`config.mk`:
```
export PLATFORM = sky130hd
export DESIGN_NAME = dll_phase_ctrl
export DESIGN_NICKNAME = d
export VERILOG_FILES = /design/src/rtl/dllc_pkg.sv /design/src/rtl/dllc_cal_timer.sv /design/src/rtl/dllc_period_track.sv /design/src/rtl/dllc_phase_map.sv /design/src/rtl/dll_phase_ctrl.sv
export SDC_FILE = /design/constraint.sdc
export NUM_CORES = 1
export LEC_CHECK = 0
export ABC_AREA = 1
export ABC_CLOCK_PERIOD_IN_PS = 8640
export BUFFER_PORTS_ARGS = -buffer_cell sky130_fd_sc_hd__buf_2
export CORE_MARGIN = 2
export CORE_UTILIZATION = 60
export DETAILED_ROUTE_END_ITERATION = 10
export HOLD_SLACK_MARGIN = 0.03
export PLACE_DENSITY = 0.79
export SLEW_MARGIN = 0
export SYNTH_ARGS = -nofsm -noshare
export SYNTH_HDL_FRONTEND = slang
export SYNTH_HIERARCHICAL = 1
export SYNTH_SLANG_ARGS = --single-unit
```
`constraint.sdc`:
```
create_clock -name clk_ref -period 8.64 [get_ports clk_ref]
set_input_delay 1.296 -clock clk_ref [delete_from_list [all_inputs] [get_ports clk_ref]]
set_output_delay 1.296 -clock clk_ref [all_outputs]
set_load 0.01 [all_outputs]
```
`src/rtl/dllc_pkg.sv`:
```
package dllc_pkg;

  typedef enum logic [1:0] {
    FM_LOW  = 2'd0,
    FM_MID  = 2'd1,
    FM_HIGH = 2'd2,
    FM_TOP  = 2'd3
  } freq_mode_e;

  localparam int unsigned NUM_MODES = 4;
  localparam int unsigned SET_W     = 6;
  localparam int unsigned MAX_STEP  = 4;

  // Operating range per mode in MHz, kept for documentation only
  localparam int unsigned FMIN_MHZ [NUM_MODES] = '{100, 150, 200, 240};
  localparam int unsigned FMAX_MHZ [NUM_MODES] = '{175, 230, 310, 400};

  // Delay elements spanning one reference period
  function automatic int unsigned taps_per_period(input int unsigned m);
    case (m)
      0:       return 12;
      1:       return 16;
      2:       return 12;
      default: return 10;
    endcase
  endfunction

  // Largest setting representable in the mode's usable width
  function automatic int unsigned set_limit(input int unsigned m);
    return (m == 0) ? 63 : 31;
  endfunction

  function automatic int unsigned clamp_step(input int unsigned s);
    return (s > MAX_STEP) ? MAX_STEP : s;
  endfunction

  // Truncated phase setting, saturated to the mode's width
  function automatic int unsigned phase_value(input int unsigned code,
                                              input int unsigned step,
                                              input int unsigned m);
    int unsigned q;
    q = (code * step) / taps_per_period(m);
    return (q > set_limit(m)) ? set_limit(m) : q;
  endfunction

endpackage

```
`src/rtl/dllc_cal_timer.sv`:
```
module dllc_cal_timer #(
  parameter int unsigned CAL_CYCLES = 256
) (
  input  logic clk,
  input  logic clr,
  output logic done_o
);
  localparam int unsigned CNT_W = $clog2(CAL_CYCLES + 1);
  localparam logic [CNT_W-1:0] CNT_END = CNT_W'(CAL_CYCLES);

  logic [CNT_W-1:0] cnt_q;

  always_ff @(posedge clk) begin
    if (clr)
      cnt_q <= '0;
    else if (cnt_q != CNT_END)
      cnt_q <= cnt_q + 1'b1;
  end

  assign done_o = (cnt_q == CNT_END);
endmodule

```
`src/rtl/dllc_period_track.sv`:
```
module dllc_period_track #(
  parameter int unsigned CODE_W   = 8,
  parameter int unsigned RST_CODE = 64
) (
  input  logic              clk,
  input  logic              clr,
  input  logic              pd_up,
  output logic [CODE_W-1:0] code_o
);
  localparam logic [CODE_W-1:0] CODE_MAX = '1;
  localparam logic [CODE_W-1:0] CODE_MIN = '0;
  localparam logic [CODE_W-1:0] CODE_INI = CODE_W'(RST_CODE);

  logic [CODE_W-1:0] code_q;
  logic              can_rise;
  logic              can_fall;

  assign can_rise = (code_q != CODE_MAX);
  assign can_fall = (code_q != CODE_MIN);

  always_ff @(posedge clk) begin
    if (clr)
      code_q <= CODE_INI;
    else if (pd_up && can_rise)
      code_q <= code_q + 1'b1;
    else if (!pd_up && can_fall)
      code_q <= code_q - 1'b1;
  end

  assign code_o = code_q;
endmodule

```
`src/rtl/dllc_phase_map.sv`:
```
module dllc_phase_map
  import dllc_pkg::*;
#(
  parameter int unsigned CODE_W = 8,
  parameter int unsigned SEL_W  = 3
) (
  input  logic [CODE_W-1:0] code_i,
  input  logic [1:0]        mode_i,
  input  logic [SEL_W-1:0]  sel_i,
  output logic [SET_W-1:0]  set_o
);
  logic [SEL_W-1:0] step_eff;
  logic [SET_W-1:0] cand [NUM_MODES];

  assign step_eff = SEL_W'(clamp_step(32'(sel_i)));

  for (genvar m = 0; m < NUM_MODES; m++) begin : g_mode
    assign cand[m] = SET_W'(phase_value(32'(code_i), 32'(step_eff), m));
  end

  assign set_o = cand[mode_i];
endmodule

```
`src/rtl/dll_phase_ctrl.sv`:
```
module dll_phase_ctrl
  import dllc_pkg::*;
#(
  parameter int unsigned CODE_W     = 8,
  parameter int unsigned SEL_W      = 3,
  parameter int unsigned RST_CODE   = 64,
  parameter int unsigned CAL_CYCLES = 256
) (
  input  logic              clk_ref,
  input  logic              rst_logic,
  input  logic              rst_pin,
  input  logic [1:0]        freq_mode,
  input  logic [SEL_W-1:0]  phase_sel,
  input  logic              pd_up,
  output logic [CODE_W-1:0] period_code,
  output logic [SET_W-1:0]  phase_set,
  output logic              locked
);
  logic              rst_any;
  logic              cal_done;
  logic [CODE_W-1:0] code_w;

  assign rst_any = rst_logic | rst_pin;

  dllc_cal_timer #(.CAL_CYCLES(CAL_CYCLES)) u_timer (
    .clk    (clk_ref),
    .clr    (rst_any),
    .done_o (cal_done)
  );

  dllc_period_track #(.CODE_W(CODE_W), .RST_CODE(RST_CODE)) u_track (
    .clk    (clk_ref),
    .clr    (rst_any),
    .pd_up  (pd_up),
    .code_o (code_w)
  );

  dllc_phase_map #(.CODE_W(CODE_W), .SEL_W(SEL_W)) u_map (
    .code_i (code_w),
    .mode_i (freq_mode),
    .sel_i  (phase_sel),
    .set_o  (phase_set)
  );

  assign period_code = code_w;
  assign locked      = cal_done;
endmodule

```
==> parameters.txt <==
Parameter                              Value

Run status
  Outcome    finished clean

Cells and area
  Post-layout net count    763
  Synth-to-layout area growth    23.7%
  Most common cell after layout, fill and taps aside    nand2_1
  Total of fill cells in the finished design    509
  Leading cell types in the layout, fill and taps excluded    nand2_1, inv_1, nor2_1, nand3_1, buf_4
  Area taken by flip-flops and latches    340 um2
  Area taken by multi-input logic gates    3340 um2
  Fraction of final layout cells sized beyond drive strength 1    0.289
  Diode insertion count for antenna repair    0

Pwr
  Total leakage power    2.63 nW
  Internal power summed over all cells    0.000488 W
  Relative contribution of sequential cells to total power    0.080
  Switching power total    0.000625 W
  Clock share of power    0.053
  Switching share of power    0.561
  Pwr Density    235 nW/um2
  Total power    0.00111 W
  Comb power frac    0.867
  Max IR drop VDD    0.276 mV

Synth
  Fraction of synthesized cell area taken by the top area cell type    0.197
  Mapped Cells    660
  Yosys top cell by area    nand2_1
  Synthesized net count    696
  Post-Syn Area    3840 um2
  Area contributors post-synth    nand2_1, inv_1, dfxtp_1, nand3_1, ha_1
  Average footprint of a synthesized cell    5.81 um2
  YS warnings    6
  Sequential element share of the synthesized area    0.0887
  Flops & latches, synth    17
  Number of enable flip-flop cells after synthesis    0
  Prevailing post-synth register cell    dfxtp_1
  Synth unique cells    45
  Async set-or-reset flop fraction in the synthesized netlist    0

STA
  Final hold slack    0.505 ns
  Slew at the pin with the worst max-slew slack    0.615 ns
  Time the final worst path needs with I/O delays and setup    8.48 ns
  Smallest setup slack after layout    0.164 ns
  Slew HR    0.589
  Worst Clk Skew    0.000581 ns
  Hold violation count in the final report    0
  Part of the cycle the worst path needs    0.981
  Pins Over Slew Limit    0
  Setup-failing EPs final    0
  Peak Freq    118 MHz

Clock network
  Clock slew at reported path FFs    0.06 ns
  Cell at the root of the clock tree    clkbuf_8
  Clock tree from TritonCTS    yes
  Worst skew pair latency    0.25 ns
  CTS max path bufs    2
  H-tree depth    1
  Count of hold-fix buffers inserted at cts    0
  Clock Sinks    17
  Num CTS Buffers    3

Route
  Detailed Routing Iterations Pass 1    5
  1st-iter DRT viols    304
  Total DRC errors in the routed layout    0
  Final routed wirelength across all metal layers    11200 um
  Via count of the routed design    4547
  Vias per cell    5.66
  DR WL/cell    13.9 um
  Antenna violation net count after detailed routing    0

Worst hold path
  Worst min-delay path category    reg2reg
  Hold path cells    2

Global route
  First-pass GRT wire length    16600 um
  Global route overflow    0
  Number of antenna violations at the first check in global routing    0
  GRT Total Usage    0.273
  Vias in the first global route    3995
  Maximum number of pins on one net before global-route repair    19

Setup path
  Data arrival at the endpoint of the critical path    7.18 ns
  Critical path buffers and inverters    7
  Critical path start-end classification    in2out
  R2R setup slack    6.33 ns
  Gate family responsible for the most delay along the worst path    simple AND/OR/NAND/NOR gates
  Critical path startpoint    phase_sel[2]
  Path depth of the worst reg2reg path    12
  End of the critical path    phase_set[0]
  Reg-to-reg startpoint    u_track/code_o[0]$_SDFFE_PP0P_
  Crit path max fanout    9
  Required time at the endpoint of the critical path    7.34 ns
  Cell type with the highest occurrence count on the critical path    nand2_1
  CP Launch Type    input pin
  Crit end category    output port
  Logic depth of the worst path, buffers included    45
  CP peak stage delay    0.48 ns
  Reg-to-reg critical path endpoint    u_track/code_o[5]$_SDFFE_PP0P_
  Slowest CP cell    fa_1

Floorplan
  Overall die width    84.0 um
  Number of rows in the core area    29
  CORE AREA    6280 um2
  Top-level port count    24
  Die height    84.0 um
  Initial core utilization    0.611
  Die footprint    7050 um2

Flow run
  Number of max-cap violations    0

Placed design
  Worst setup slack before clock tree synthesis    -0.0651 ns
  Number of I/O port buffers    23
  Hpwl dp    7890 um
  Placer Congestion    0.967
## cells in the mapped netlist (2+ instances only)
library cell	number
a21oi_1	23
a21oi_2	2
a21oi_4	2
dfxtp_1	17
fa_1	8
ha_1	19
inv_1	107
inv_2	10
nand2_1	201
nand2_2	25
nand2_4	6
nand3_1	52
nand3_2	14
nand3_4	3
nand3b_1	5
nand4_1	23
nand4_2	2
nor2_1	60
nor2_2	8
nor2_4	9
nor3_1	3
o211ai_1	5
o21ai_0	12
o21ai_1	3
o21ai_2	3
o21ai_4	2
o31ai_1	3
or2_2	4
xnor2_1	4
xor2_1	10
## through the flow
stage / area (um2) / instances / util / TNS [ns]
finish: 4750 / 803 / 0.756 / 0
global route: 4750 / 803 / 0.756 / -0.270
CTS: 4140 / 767 / 0.659 / 0
detailed placement: 4050 / 760 / 0.645 / -0.0651
global placement: 4050 / 760 / 0.645 / 0
floorplan: 3840 / 660 / - / 0
## per-layer routing
layer,vias up,GRT usage,routed length [um]
met5,-,0,0
li1,2235,-,-
met4,0,0.0938,389
met3,46,0.0178,480
met1,2095,0.321,4500
met2,171,0.516,5800
## power groups by stage
stage	Sequential, W	Clock [W]	Combinational, W
after floorplan	0.0000895	0	0.000588
after global placement	0.0000904	0	0.000694
after detailed placement	0.0000906	0	0.000715
after CTS	0.0000888	0.0000605	0.000732
after global routing	0.0000894	0.0000626	0.00105
final	0.0000889	0.0000591	0.000966
## cell type report
class / instances / area share
clock buffers: 4 / 0.00949
inverters: 118 / 0.0957
multi-input cells: 520 / 0.704
flip-flops and latches: 17 / 0.0717
well taps: 77 / 0.0203
repair buffers: 67 / 0.0991
## sequential cells by signal (all words and copies together) (netlist names)
signal and flops:
u_timer/cnt_q 9, u_track/code_o 8
## kinds of logic after synthesis
family                     after synthesis  synth area share
DFF                                     17            0.0887
AOI/OAI and AO/OA                       61             0.107
xor gates and xnor gates                14            0.0320
and+or+nand+nor                        418             0.544
adders and majority gates               27             0.104
buffers and inverters                  123             0.125
## how the worst min path moves through the flow
| stage | from | endpoint | slack (ns) |
|---|---|---|---|
| 2_1_floorplan | u_timer/cnt_q[8]$_SDFFE_PP0P_ | u_timer/cnt_q[8]$_SDFFE_PP0P_ | 0.46 |
| 3_3_place_gp | u_timer/cnt_q[8]$_SDFFE_PP0P_ | u_timer/cnt_q[8]$_SDFFE_PP0P_ | 0.47 |
| 3_5_place_dp | u_timer/cnt_q[8]$_SDFFE_PP0P_ | u_timer/cnt_q[8]$_SDFFE_PP0P_ | 0.50 |
| 4_1_cts | u_timer/cnt_q[8]$_SDFFE_PP0P_ | u_timer/cnt_q[8]$_SDFFE_PP0P_ | 0.51 |
| 5_1_grt | u_timer/cnt_q[8]$_SDFFE_PP0P_ | u_timer/cnt_q[8]$_SDFFE_PP0P_ | 0.54 |
| 6_report | u_timer/cnt_q[8]$_SDFFE_PP0P_ | u_timer/cnt_q[8]$_SDFFE_PP0P_ | 0.50 |
## worst reg2reg max path: stages (launching register included)
cell and delay, ns:
dfxtp_1 0.63, nand2_1 0.10, nor2_1 0.12, nand2_1 0.07
nand2_2 0.20, ha_1 0.32, or2_2 0.30, nand2_1 0.11
o21bai_1 0.09, nand2_1 0.06, nand2_1 0.05, nor2_1 0.12
nor2_2 0.04
## repair_timing
item | in CTS | in global routing
pin swaps | 3 | 47
resized for setup | 4 | 85
endpoints found under the setup margin | 1 | 2
setup buffers | 3 | 36
Power figures use the tool's default switching activity.
